[src/rtl/irqc_pkg.sv]
package irqc_pkg;
    localparam int NUM_SRC = 32;
    localparam int ADDR_W  = 8;
    localparam int GATE_BIT = NUM_SRC - 1;

    localparam logic [ADDR_W-1:0] OFF_STAT0 = 8'h00;
    localparam logic [ADDR_W-1:0] OFF_STAT1 = 8'h04;
    localparam logic [ADDR_W-1:0] OFF_ROUTE = 8'h20;
    localparam logic [ADDR_W-1:0] OFF_LEVEL = 8'h30;
    localparam logic [ADDR_W-1:0] OFF_SETEN = 8'h34;
    localparam logic [ADDR_W-1:0] OFF_CLREN = 8'h38;

    typedef struct packed {
        logic [NUM_SRC-1:0] en;
        logic [NUM_SRC-1:0] route;
    } cfg_t;

    typedef struct packed {
        logic req0;
        logic req1;
    } req_t;
endpackage

[src/rtl/irqc_sync.sv]
module irqc_sync #(
    parameter int WIDTH  = 32,
    parameter int STAGES = 2
) (
    input  logic             clk,
    input  logic             rst_n,
    input  logic [WIDTH-1:0] d_i,
    output logic [WIDTH-1:0] q_o
);
    logic [STAGES-1:0][WIDTH-1:0] stage_d, stage_q;

    always_comb begin
        stage_d[0] = d_i;
        for (int s = 1; s < STAGES; s++) begin
            stage_d[s] = stage_q[s-1];
        end
    end

    always_ff @(posedge clk or negedge rst_n) begin
        if (!rst_n) stage_q <= '0;
        else        stage_q <= stage_d;
    end

    assign q_o = stage_q[STAGES-1];
endmodule

[src/rtl/irqc_cfg.sv]
module irqc_cfg
    import irqc_pkg::*;
(
    input  logic              clk,
    input  logic              rst_n,
    input  logic [ADDR_W-1:0] bus_addr,
    input  logic              bus_we,
    input  logic [NUM_SRC-1:0] bus_wdata,
    output logic [NUM_SRC-1:0] en_o,
    output logic [NUM_SRC-1:0] route_o
);
    cfg_t cfg_d, cfg_q;

    always_comb begin
        cfg_d = cfg_q;
        if (bus_we) begin
            unique case (bus_addr)
                OFF_SETEN: cfg_d.en    = cfg_q.en | bus_wdata;
                OFF_CLREN: cfg_d.en    = cfg_q.en & ~bus_wdata;
                OFF_ROUTE: cfg_d.route = bus_wdata;
                default:   cfg_d       = cfg_q;
            endcase
        end
    end

    always_ff @(posedge clk or negedge rst_n) begin
        if (!rst_n) cfg_q <= '0;
        else        cfg_q <= cfg_d;
    end

    assign en_o    = cfg_q.en;
    assign route_o = cfg_q.route;

    assert_set_R3: assert property (@(posedge clk) disable iff (!rst_n)
        (bus_we && bus_addr == OFF_SETEN) |=> ((en_o & $past(bus_wdata)) == $past(bus_wdata)));

    assert_clear_R4: assert property (@(posedge clk) disable iff (!rst_n)
        (bus_we && bus_addr == OFF_CLREN) |=> ((en_o & $past(bus_wdata)) == '0));

    assert_keep_R11: assert property (@(posedge clk) disable iff (!rst_n)
        (!bus_we || (bus_addr != OFF_SETEN && bus_addr != OFF_CLREN && bus_addr != OFF_ROUTE))
        |=> ($stable(en_o) && $stable(route_o)));
endmodule

[src/rtl/irqc_route.sv]
module irqc_route
    import irqc_pkg::*;
(
    input  logic               clk,
    input  logic               rst_n,
    input  logic [NUM_SRC-1:0] level_i,
    input  logic [NUM_SRC-1:0] en_i,
    input  logic [NUM_SRC-1:0] route_i,
    output logic [NUM_SRC-1:0] stat0_o,
    output logic [NUM_SRC-1:0] stat1_o,
    output logic               req0_o,
    output logic               req1_o
);
    localparam logic [NUM_SRC-1:0] SRC_MASK = {1'b0, {(NUM_SRC-1){1'b1}}};

    req_t req_d, req_q;
    logic gate;

    always_comb begin
        gate    = en_i[GATE_BIT];
        stat0_o = level_i & en_i & ~route_i & SRC_MASK;
        stat1_o = level_i & en_i &  route_i & SRC_MASK;
        req_d.req0 = (|stat0_o) & gate;
        req_d.req1 = (|stat1_o) & gate;
    end

    always_ff @(posedge clk or negedge rst_n) begin
        if (!rst_n) req_q <= '0;
        else        req_q <= req_d;
    end

    assign req0_o = req_q.req0;
    assign req1_o = req_q.req1;

    assert_gate_closed_R8: assert property (@(posedge clk) disable iff (!rst_n)
        !gate |=> (!req0_o && !req1_o));

    assert_req0_source_R9: assert property (@(posedge clk) disable iff (!rst_n)
        req0_o |-> ($past(gate) && $past(stat0_o) != '0));

    assert_req1_source_R9: assert property (@(posedge clk) disable iff (!rst_n)
        req1_o |-> ($past(gate) && $past(stat1_o) != '0));

    assert_exclusive_R7: assert property (@(posedge clk) disable iff (!rst_n)
        (stat0_o & stat1_o) == '0);
endmodule

[src/rtl/irq_aggregator.sv]
module irq_aggregator
    import irqc_pkg::*;
#(
    parameter int SYNC_STAGES = 2
) (
    input  logic              clk,
    input  logic              rst_n,
    input  logic [31:0]       src_i,
    input  logic [7:0]        bus_addr,
    input  logic              bus_we,
    input  logic [31:0]       bus_wdata,
    output logic [31:0]       bus_rdata,
    output logic              irq0_o,
    output logic              irq1_o
);
    logic [NUM_SRC-1:0] level, en, route, stat0, stat1;

    irqc_sync #(.WIDTH(NUM_SRC), .STAGES(SYNC_STAGES)) u_sync (
        .clk   (clk),
        .rst_n (rst_n),
        .d_i   (src_i),
        .q_o   (level)
    );

    irqc_cfg u_cfg (
        .clk       (clk),
        .rst_n     (rst_n),
        .bus_addr  (bus_addr),
        .bus_we    (bus_we),
        .bus_wdata (bus_wdata),
        .en_o      (en),
        .route_o   (route)
    );

    irqc_route u_route (
        .clk     (clk),
        .rst_n   (rst_n),
        .level_i (level),
        .en_i    (en),
        .route_i (route),
        .stat0_o (stat0),
        .stat1_o (stat1),
        .req0_o  (irq0_o),
        .req1_o  (irq1_o)
    );

    always_comb begin
        unique case (bus_addr)
            OFF_STAT0: bus_rdata = stat0;
            OFF_STAT1: bus_rdata = stat1;
            OFF_ROUTE: bus_rdata = route;
            OFF_LEVEL: bus_rdata = level;
            OFF_SETEN: bus_rdata = en;
            OFF_CLREN: bus_rdata = en;
            default:   bus_rdata = '0;
        endcase
    end

    assert_status_top_zero_R7: assert property (@(posedge clk) disable iff (!rst_n)
        ((bus_addr == OFF_STAT0 || bus_addr == OFF_STAT1) |-> !bus_rdata[31]));
endmodule

[config.mk]
export PLATFORM = sky130hd
export DESIGN_NAME = irq_aggregator
export DESIGN_NICKNAME = d
export VERILOG_FILES = /design/src/rtl/irqc_pkg.sv /design/src/rtl/irqc_sync.sv /design/src/rtl/irqc_cfg.sv /design/src/rtl/irqc_route.sv /design/src/rtl/irq_aggregator.sv
export SDC_FILE = /design/constraint.sdc
export NUM_CORES = 1
export LEC_CHECK = 0
export ABC_AREA = 1
export BUFFER_PORTS_ARGS = -buffer_cell sky130_fd_sc_hd__buf_2
export CAP_MARGIN = 0
export CORE_MARGIN = 2
export CORE_UTILIZATION = 40
export CTS_BUF_LIST = sky130_fd_sc_hd__clkbuf_4 sky130_fd_sc_hd__clkbuf_8 sky130_fd_sc_hd__clkbuf_16
export CTS_CLUSTER_DIAMETER = 200
export DETAILED_ROUTE_END_ITERATION = 16
export HOLD_SLACK_MARGIN = 0.06
export PLACE_DENSITY = 0.63
export SYNTH_ARGS = -nofsm -noshare
export SYNTH_HDL_FRONTEND = slang
export SYNTH_SLANG_ARGS = --single-unit
[constraint.sdc]
create_clock -name clk -period 1.6 [get_ports clk]
set_input_delay 0 -clock clk [delete_from_list [all_inputs] [get_ports clk]]
set_output_delay 0 -clock clk [all_outputs]
set_load 0.02 [all_outputs]
Word level (Yosys, flattened, before mapping). Cells that the tools add are included.

Flip-flop bits (word level): 130. Logic and storage cells: 29. Input port bits: 75. Output and inout port bits: 34.

Mux-type cells: 2. Equal/unequal tests: 5. Bitwise gates (word level): 9. Reductions and logical operators: 7.

Operators with widths (count): 32-bit case mux with 5 select lines (1); 31-bit AND (3); 32-bit case mux with 2 select lines (1); 31-bit OR reduction (2); 32-bit AND (1); 8-bit by 6-bit == test with 1-bit output, second input constant (4); 32-bit inverter (1); 32-bit OR (1); 31-bit inverter (1); 8-bit by 3-bit == test with 1-bit output, second input constant (1); 8-bit zero test (1); 2-bit AND reduction (2); 1-bit AND (2); 2-bit nonzero test (1); 2-bit OR reduction (1).

Logic depth before layout (Yosys ltp). Gate-level depths: netlist of run 1.

Depth in word-level cells: 4. Depth in mapped cells: 9. Gate-level depth less buffers: 8.

By module. A second synthesis of run 1 with hierarchy kept.

Cell total of the unflattened synthesis: 952. Area, all modules: 6989.2 µm².

By module, submodules not included: irqc_cfg (times used 1, area an instance 2889.0 µm², cells each 339); irqc_sync (times used 1, area an instance 1601.5 µm², cells each 64); irq_aggregator (times used 1, area an instance 1527.7 µm², cells each 340); irqc_route (times used 1, area an instance 970.9 µm², cells each 209).

Worst setup path after synthesis of run 1. No wires, ideal clock.

Path type: input to register. From: in bus_addr[7]. To: reg (tool-made name). Path buffers: 2. Cell stages on the path: 7. Path slack: 635 ps. Required time: 1483 ps. Data arrival time: 848 ps. Path through: nor2_2 -> nand3_2 -> or2_1 -> clkbuf_1 -> buf_2 -> nand3_1 -> nand2_1.

RTL lines: start: declaration (line irq_aggregator.sv:9) `input logic [7:0] bus_addr,`.

Worst setup path in the final report of run 1.
From: reg u_cfg.cfg_q (netlist bit u_cfg.route_o[17]). To: out bus_rdata[17].

Longest elaborated chain between the ends: 3. Elaborated cells between the ends (all ways): 4.

RTL lines: start: declaration (line irqc_cfg.sv:12) `cfg_t cfg_d, cfg_q;`; start signal: assignment (line irqc_cfg.sv:28) `else cfg_q <= cfg_d;`; 31-bit inverter (line irqc_route.sv:21) `stat0_o = level_i & en_i & ~route_i & SRC_MASK;`; 31-bit AND (line irqc_route.sv:21); 32-bit case mux with 5 select lines (*) (line irq_aggregator.sv:48) `unique case (bus_addr)`; end: declaration (line irq_aggregator.sv:12) `output logic [31:0] bus_rdata,`.

Every way passes the cells marked *; elsewhere a longest branch is shown, timed or not.

==> impl_metrics.yaml, run 1 <==
setup_path:
  crit_arrival_ns: 1.49
  criticalPathCategory: "flop to primary output"
  crit_top_cell: "nand2_1"
  critPathBufInv: 3
  crit_slowest_cell: "dfrtp_1"
  slowest_delay_ns: 0.39
  crit_family: "flip-flops"
  critPathLaunchType: "flop"
  cp.required_ns: 1.60
  path_cells: "inv_2, nand3_2, inv_1, nand2_1, o21ai_1, nor2_1, nand2_1, buf_6"
  endpoint_kind: "primary output"
  critical_path.max_fanout: 3
place:
  preCtsSetupSlack_ns: 0.2832
  hpwl_um: 11030
  port_buffers: 108
  dpl_cell_area_um2: 7084
  place_congestion: 0.7853
floorplanning:
  num_rows: 45
  core-area_um2: 15260
  chipHeight_um: 129.1
  dieArea_um2: 16660
  initial_core_util_pct: 41.00
  die_w_um: 129.1
  io_pins: 109
power_and_ir_drop:
  finalPower_uw: 8146
  leakage_uw: 0.004554
  ir_worst_vdd_uv: 750.8
  power.density_nw_per_um2: 966.8
clocking:
  clk_pin_slew_ns: 0.06
  cts_tree: "built"
  cts-buffers-inserted: 17
  clock_sinks: 130
  clockBufferDepth: 2
  clk_latency_ns: 0.42
  cts_max_level: 4
  clock-root-buffer: "clkbuf_16"
flow_run:
  max_cap_violations: 0
sta:
  slew_viol_final: 0
  setup_viol: 0
  max_freq_mhz: 671.1
  period_minus_slack_ns: 1.490
  maxSlewHeadroom_pct: 52.18
  rsz0062_at_grt: "false"
  finalHoldViolations: 0
  setup_tns_ns: 0
  tightest_slew_ns: 0.7149
  fin_crit_sh_pct: 93.13
  finClkSkew_ns: 0.009045
  hold_ws_ns: 0.1176
  fin_ws_ns: 0.1100
drt:
  ant_nets: 0
  num_vias: 5831
  wirelength_um: 17040
  drc_errors: 0
  avgViaCountPerCell: 4.718
  wl_per_cell_um: 13.79
  drtIter0Drc: 370
  drt_first_pass_iters: 5
synth:
  syn_nets: 901
  postSynthAreaPerCell_um2: 7.574
  synth_seq_area_share_pct: 52.00
  syn-instance-count: 826
  ys_ff_latch: 130
  synth_cell_types: 23
  synth_area_um2: 6256
  synth_warnings: 0
cells_and_area:
  multi_input_area_um2: 2536
  nNetsFinal: 1087
  seqCellArea_um2: 3253
  final_common_cell: "nand2_1"
  final_cell_mix: "nand2_1 (332), dfrtp_1 (130), nand3_1 (122)"
  area_growth_syn_to_layout_pct: 34.68
  layout-drive-gt1-share_pct: 18.16
  stdcell_area_um2: 8426
  fillCellCount: 1437
hold_path:
  hp-class: "input pin to asynchronous set/reset pin"
outcome:
  status: "complete, no violations"
global_route:
  grt_use_total_pct: 21.81
  overflow: 0
  grt_pass1_wl_um: 27900
  grt_pass1_vias: 5557
  antenna_found_initial: 0
  grt_max_degree: 54
where the power goes:
group / leakage, uW / total, uW / internal [uW] / switching, uW
logic: 0.00261 / 664 / 314 / 350
registers: 0.00165 / 3640 / 3480 / 154
clock network: 0.000294 / 3840 / 2410 / 1430
cell usage after synthesis, drive strengths merged:
cell    instances  area (um2)
o211ai          1       7.510
dfrtp         130        3253
nor3            1       10.01
o21ai          59       295.3
a21oi           2       10.01
buf            28       188.9
o31ai           1       7.510
nand3         129       660.6
clkbuf          7       26.28
or2             1       6.260
inv            73       274.0
nand2         334        1259
nand3b          1       7.510
nor2           59       250.2
through the flow:
step	cells	util, %
floorplan	826	-
finish	1236	55.22
global placement	1129	46.43
detailed placement	1129	46.43
CTS	1227	54.64
global route	1235	55.20
worst reg2reg max path, cell delays in order (launching register included):
cell and delay [ns]:
dfrtp_1 0.40, nand3b_1 0.11, buf_4 0.12, nand2_1 0.05, nor2_1 0.09, nand2_1 0.08, nor2_1 0.16, a21oi_1 0.11
repair_timing:
item	in CTS	in global routing
hold endpoints to repair	226	0
gates resized for setup	0	7
setup buffers	0	8
hold buffers	67	0
endpoints found under the setup margin	0	6
final timing paths:
check | from | endpoint | slack, ns | cells past startpoint
setup / recovery | u_cfg.route_o[17] | bus_rdata[17] | 0.11 | 8
hold / removal | rst_n | u_sync.stage_d[42] | 0.12 | 3
max in group asynchronous | rst_n | u_cfg.route_o[15] | 0.37 | 3
setup reg to reg | u_sync.q_o[1] | u_route.req0_o | 0.37 | 7
hold reg to reg | u_sync.stage_d[52] | u_sync.q_o[20] | 0.35 | 0
min in group clk | src_i[9] | u_sync.stage_d[41] | 0.21 | 2
per-layer routing:
metal  global-route usage (%)  share of wire [%]
met2                    35.11                 47
met3                    4.996                5.8
met1                    29.30                 46
met5                        0                  0
met4                    7.417                1.4
cells by family (layout without fill, tap and decap cells):
family / after synthesis / count (layout) / synth area share [%]
buffers and inverters: 108 / 306 / 7.820
AOI/OAI and AO/OA: 63 / 63 / 5.120
other: 0 / 1 / 0
and+or+nand+nor: 525 / 525 / 35.06
DFF: 130 / 130 / 52.00
layout make-up:
| cell class | count | share of cell area, % |
|---|---|---|
| Tap cell | 211 | 3.133 |
| Clock buffer | 22 | 5.643 |
| Sequential cell | 130 | 38.61 |
| Timing Repair Buffer | 202 | 17.97 |
| Antenna cell | 1 | 0.02970 |
| Inverter | 73 | 3.252 |
| Clock inverter | 9 | 1.262 |
| Multi-Input combinational cell | 588 | 30.10 |
(Power assumes the default switching activity.)
==> inputs of run 2 (changes only) <==
ABC_AREA = unset   (was 1)
BUFFER_PORTS_ARGS = -buffer_cell sky130_fd_sc_hd__clkbuf_2   (was -buffer_cell sky130_fd_sc_hd__buf_2)
SYNTH_HIERARCHICAL = 1   (was unset)
==> run 2 against run 1 <==
Against the previous run:
- the flow now finishes with violations (negative setup slack)
- count of clock-buffer cells in the layout fell by 2
- routed wire length rose by 40%
- cell count shrank 7.8%
- core utilization increased by 12 points
- sequential share of layout area down 8.0 points
- fmax shrank 26%
- clock power rose by 2%
- non-clock buffer count grew 165
- setup slack worse by 0.52 ns
- power up 9.2%
- critical path type unchanged
- critical endpoint is now bus_rdata[26]
- largest cell class is now multi-input combinational cells
- largest power group unchanged
- highest routed layer unchanged
==> impl_metrics.yaml, run 2 <==
power_and_ir_drop:
  ir_worst_vdd_uv: 764.8
  leakage_uw: 0.005142
  finalPower_uw: 8896
  power.density_nw_per_um2: 835.0
sta:
  period_minus_slack_ns: 2.005
  setup_tns_ns: -8.592
  fin_crit_sh_pct: 125.3
  finClkSkew_ns: 0.01477
  hold_ws_ns: 0.1110
  maxSlewHeadroom_pct: 63.45
  tightest_slew_ns: 0.5482
  max_freq_mhz: 498.7
  finalHoldViolations: 0
  rsz0062_at_grt: "true"
  setup_viol: 34
  slew_viol_final: 0
  fin_ws_ns: -0.4052
synth:
  synth_commonest_cells: "dfrtp_1 (130), mux2_2 (66), nor2_1 (58), nand2_1 (57), nor4_1 (44)"
  synth_warnings: 6
  ys.flop_type: "dfrtp_1"
  yosys.area.top_type: "dfrtp_1"
  post-synth-top-count-cell: "dfrtp_1"
  postSynthAreaPerCell_um2: 11.42
  synth_edf_count: 0
  synth_cell_types: 37
  synth_seq_area_share_pct: 50.26
  synth_top_area_share_pct: 50.26
  synthArstFlopShare_pct: 100.0
  syn-instance-count: 567
  synth.area.top_cells: "dfrtp_1 (50%), mux2_2 (11%), mux2_4 (7.0%), a221o_1 (4.8%), nor4_1 (4.3%)"
  ys_ff_latch: 130
  synth_area_um2: 6472
floorplanning:
  num_rows: 46
  io_pins: 109
  chipHeight_um: 131.2
  initial_core_util_pct: 40.89
  core-area_um2: 15830
  die_w_um: 131.2
  dieArea_um2: 17210
setup_path:
  endpoint_kind: "primary output"
  slowest_delay_ns: 0.41
  crit_arrival_ns: 2.01
  criticalPathCategory: "flop to primary output"
  critPathLaunchType: "flop"
  crit_family: "compound AO/OA/AOI/OAI gates"
  path_cells: "nand3b_1, inv_1, mux2_2, a22oi_2, nor2_1, a221o_1, buf_2"
  crit_slowest_cell: "dfrtp_1"
  critical_path.max_fanout: 2
  cp.required_ns: 1.60
  critPathBufInv: 2
  r2r-start: "u_sync/q_o[17]"
drt:
  drc_errors: 0
  wirelength_um: 23780
  ant_nets: 0
  drt_first_pass_iters: 5
  avgViaCountPerCell: 5.697
  drtIter0Drc: 602
  num_vias: 6489
  wl_per_cell_um: 20.88
cells_and_area:
  nNetsFinal: 985
  final_cell_mix: "buf_4 (175), dfrtp_1 (127), clkbuf_2 (75)"
  layout-drive-gt1-share_pct: 56.12
  final_common_cell: "buf_4"
  antenna_cells: 0
  fillCellCount: 1102
  area_growth_syn_to_layout_pct: 64.61
  stdcell_area_um2: 10650
place:
  preCtsSetupSlack_ns: -0.1787
  port_buffers: 108
  dpl_cell_area_um2: 7586
  place_congestion: 0.8656
  hpwl_um: 12920
flow_run:
  max_cap_violations: 0
global_route:
  antenna_found_initial: 0
  grt_use_total_pct: 26.85
  grt_pass1_wl_um: 36370
  grt_max_degree: 55
  overflow: 0
  grt_pass1_vias: 6822
clocking:
  clk_latency_ns: 0.43
  cts_tree: "built"
  cts_max_level: 4
  clk_pin_slew_ns: 0.06
  clock_sinks: 130
  clockBufferDepth: 2
  cts-buffers-inserted: 17
  clock-root-buffer: "clkbuf_16"
outcome:
  status: "complete, but fails checks"
  violations: "negative setup slack"
hold_path:
  hp-class: "input pin to asynchronous set/reset pin"
## run 2: cell count changes after synthesis, sizes merged, moves of 13 or more
cell	delta
a221o	+31
a22oi	+32
and3	+32
clkbuf	+13
inv	-69
mux2	+96
nand2	-277
nand3	-128
nor4	+45
o21ai	-58
## run 2: logic make-up (layout without fill, tap and decap cells)
family                    after synthesis  after routing  synth area share (%)
DFF                                   130            130                 50.26
xor gates and xnor gates                2              2                0.2707
buffers and inverters                  48            403                 4.330
AOI/OAI and AO/OA                      77             77                 9.917
and+or+nand+nor                       213            213                 16.72
other                                   1              2               0.05794
muxes                                  96             96                 18.44
## run 2: final timing paths
kind | slack (ns) | to | depth (start not counted)
max | -0.41 | bus_rdata[26] | 7
min | 0.11 | u_sync/stage_d[38] | 2
max reg2reg | -0.15 | u_route/req0_o | 9
min reg2reg | 0.35 | u_sync/q_o[10] | 0
max in group asynchronous | 0.81 | u_cfg/route_o[18] | 3
min in group clk | 0.21 | u_sync/stage_d[36] | 2
## run 2: metrics by stage
stage | utilization (%) | std cells
after floorplan | - | 568
after global placement | 47.93 | 906
after detailed placement | 47.93 | 906
after CTS | 64.59 | 1111
after global routing | 67.31 | 1139
final | 67.31 | 1139
## run 2: cell type report
type	count	area (um2)	share of cell area (%)
multi-input combinational	390	3447	32.35
sequential	130	3257	30.57
timing repair buffer	367	3067	28.78
clock buffer	20	466.7	4.380
tap	216	270.3	2.537
clock inverter	12	131.4	1.233
inverter	4	15.01	0.1409
## run 2: power by group
part	leakage (uW)	switching [uW]	internal [uW]
clock network	0.000284	1500	2410
logic	0.00321	628	749
registers	0.00165	135	3470
total	0.00514	2260	6640
## run 2: what timing repair did
action / 4_1_cts / 5_1_grt
buffers inserted: 111 / 32
endpoints found under the hold margin: 226 / 0
pin swaps: 80 / 36
resized for setup: 126 / 55
hold buffers: 65 / 0
setup endpoints to repair: 34 / 34
## run 2: layer usage
metal  up-vias  part of all wire [%]  global-route usage, %
li1       2808                     -                      -
met1      3234                    39                  33.60
met2       376                    50                  44.68
met3        71                   7.5                  6.404
met4         0                   3.2                  11.29
met5         -                     0                      0
==> inputs of run 3 (changes only) <==
CTS_BUF_LIST = unset   (was sky130_fd_sc_hd__clkbuf_4 sky130_fd_sc_hd__clkbuf_8 sky130_fd_sc_hd__clkbuf_16)
MAX_ROUTING_LAYER = met4   (was unset)
==> run 3 against run 2 <==
Against the previous run:
- the run still ends with negative setup slack left
- global-route usage hardly changed
- sequential share of layout area is 0.46 points lower
- clock power is 9.5% higher
- non-clock buffer count is 16 higher
- hold slack better by 0.0015 ns
- first-iteration DRC count is 9.6% lower
- core utilization is 1.0 points higher
- count of clock-buffer cells in the layout is 2 lower
- highest routed layer unchanged
==> impl_metrics.yaml, run 3 (same netlist as run 2, synthesis figures left out) <==
outcome:
  status: "complete, but fails checks"
  violations: "negative setup slack"
clocking:
  clk_latency_ns: 0.43
  clock-root-buffer: "clkbuf_16"
  clockBufferDepth: 2
  cts_max_level: 4
  clock_sinks: 130
  clk_pin_slew_ns: 0.06
  cts-buffers-inserted: 17
  cts_tree: "built"
cells_and_area:
  antenna_cells: 0
  final_common_cell: "buf_4"
  fillCellCount: 1059
  layout-drive-gt1-share_pct: 56.87
  nNetsFinal: 1001
  final_cell_mix: "buf_4 (193), dfrtp_1 (128), clkbuf_2 (75)"
  area_growth_syn_to_layout_pct: 67.06
place:
  hpwl_um: 12900
  preCtsSetupSlack_ns: -0.2358
  place_congestion: 0.8985
  port_buffers: 108
drt:
  drc_errors: 0
  ant_nets: 0
  wl_per_cell_um: 20.21
  avgViaCountPerCell: 5.628
  num_vias: 6500
  drtIter0Drc: 544
  wirelength_um: 23340
  drt_first_pass_iters: 5
setup_path:
  criticalPathCategory: "flop to primary output"
  cp.required_ns: 1.60
  crit_arrival_ns: 1.93
  critical_path.max_fanout: 2
  endpoint_kind: "primary output"
  critPathLaunchType: "flop"
sta:
  hold_ws_ns: 0.1124
  rsz0062_at_grt: "true"
  slew_viol_final: 0
  max_freq_mhz: 518.9
  fin_crit_sh_pct: 120.4
  setup_viol: 34
  period_minus_slack_ns: 1.927
  fin_ws_ns: -0.3270
  finClkSkew_ns: 0.007415
  finalHoldViolations: 0
global_route:
  grt_pass1_vias: 6710
  overflow: 0
  antenna_found_initial: 0
  grt_pass1_wl_um: 35210
  grt_max_degree: 67
  grt_use_total_pct: 26.88
hold_path:
  hp-class: "input pin to asynchronous set/reset pin"
power_and_ir_drop:
  leakage_uw: 0.005229
  power.density_nw_per_um2: 858.3
  ir_worst_vdd_uv: 780.4
flow_run:
  max_cap_violations: 0
floorplanning:
  core-area_um2: 15830
  io_pins: 109
  die_w_um: 131.2
  chipHeight_um: 131.2
  num_rows: 46
  initial_core_util_pct: 40.89
  dieArea_um2: 17210
==> run 3: cell types whose count changed in the layout (fill, tap and decap cells not counted), sizes merged <==
cell	before	now
clkbuf	126	125
inv	5	4
bufinv	2	5
buf	196	211
==> run 3: worst paths after layout <==
kind                               startpoint  slack, ns            endpoint  cells after the start
max                            u_sync/q_o[19]      -0.33       bus_rdata[19]                      7
min                                     rst_n       0.11       u_sync/q_o[5]                      3
max reg2reg                              flop      -0.28      u_route/req0_o                     10
min reg2reg                u_sync/stage_d[34]       0.35       u_sync/q_o[2]                      0
max in group asynchronous               rst_n       1.15      u_sync/q_o[18]                      3
min in group clk                    src_i[29]       0.21  u_sync/stage_d[61]                      2
==> run 3: what timing repair did <==
action,in CTS,in global routing
pin swaps,77,42
gates resized for setup,126,58
hold buffers,65,0
setup endpoints to repair,34,34
endpoints found under the hold margin,226,0
buffers inserted,126,28
==> run 3: worst max-delay path, stage by stage, from the launching register on <==
cell and delay [ns]:
dfrtp_1 0.40, nand2_1 0.10, nor2_1 0.05, mux2_4 0.28, a22oi_2 0.15, nor2_1 0.07
a221o_1 0.29, clkbuf_8 0.16
==> run 3: through the flow <==
stage	std cells	util, %	TNS, ns	total power [uW]	cell area (um2)
after detailed placement	906	47.93	-9.504	4469	7586
after global placement	906	47.93	-8.095	4436	7586
after CTS	1128	65.68	-8.222	9188	10400
after global routing	1155	68.32	-10.75	9559	10810
after floorplan	568	-	-1.655	4015	6494
final	1155	68.32	-8.707	9281	10810
==> run 3: area by class of cell <==
cell class              instances  area, um2  share of cell area (%)
clock inverters                14      212.7                   1.967
multi-input cells             390       3442                   31.83
repair buffers                383       3188                   29.48
inverters                       4      15.01                  0.1389
well taps                     216      270.3                   2.499
flip-flops and latches        130       3256                   30.11
clock buffers                  18      429.2                   3.969
==> run 3: power breakdown <==
group	internal (uW)	switching [uW]	total [uW]
Combinational	768	624	1390
Clock	2760	1520	4280
Sequential	3470	136	3610
Total	7000	2280	9280
==> run 3: layer usage <==
| layer | vias up | global-route usage [%] | part of all wire [%] |
|---|---|---|---|
| met5 | - | - | 0 |
| met4 | 0 | 13.71 | 3.3 |
| met3 | 61 | 6.173 | 7.8 |
| met2 | 375 | 42.40 | 49 |
| met1 | 3237 | 32.46 | 40 |
| li1 | 2827 | - | - |
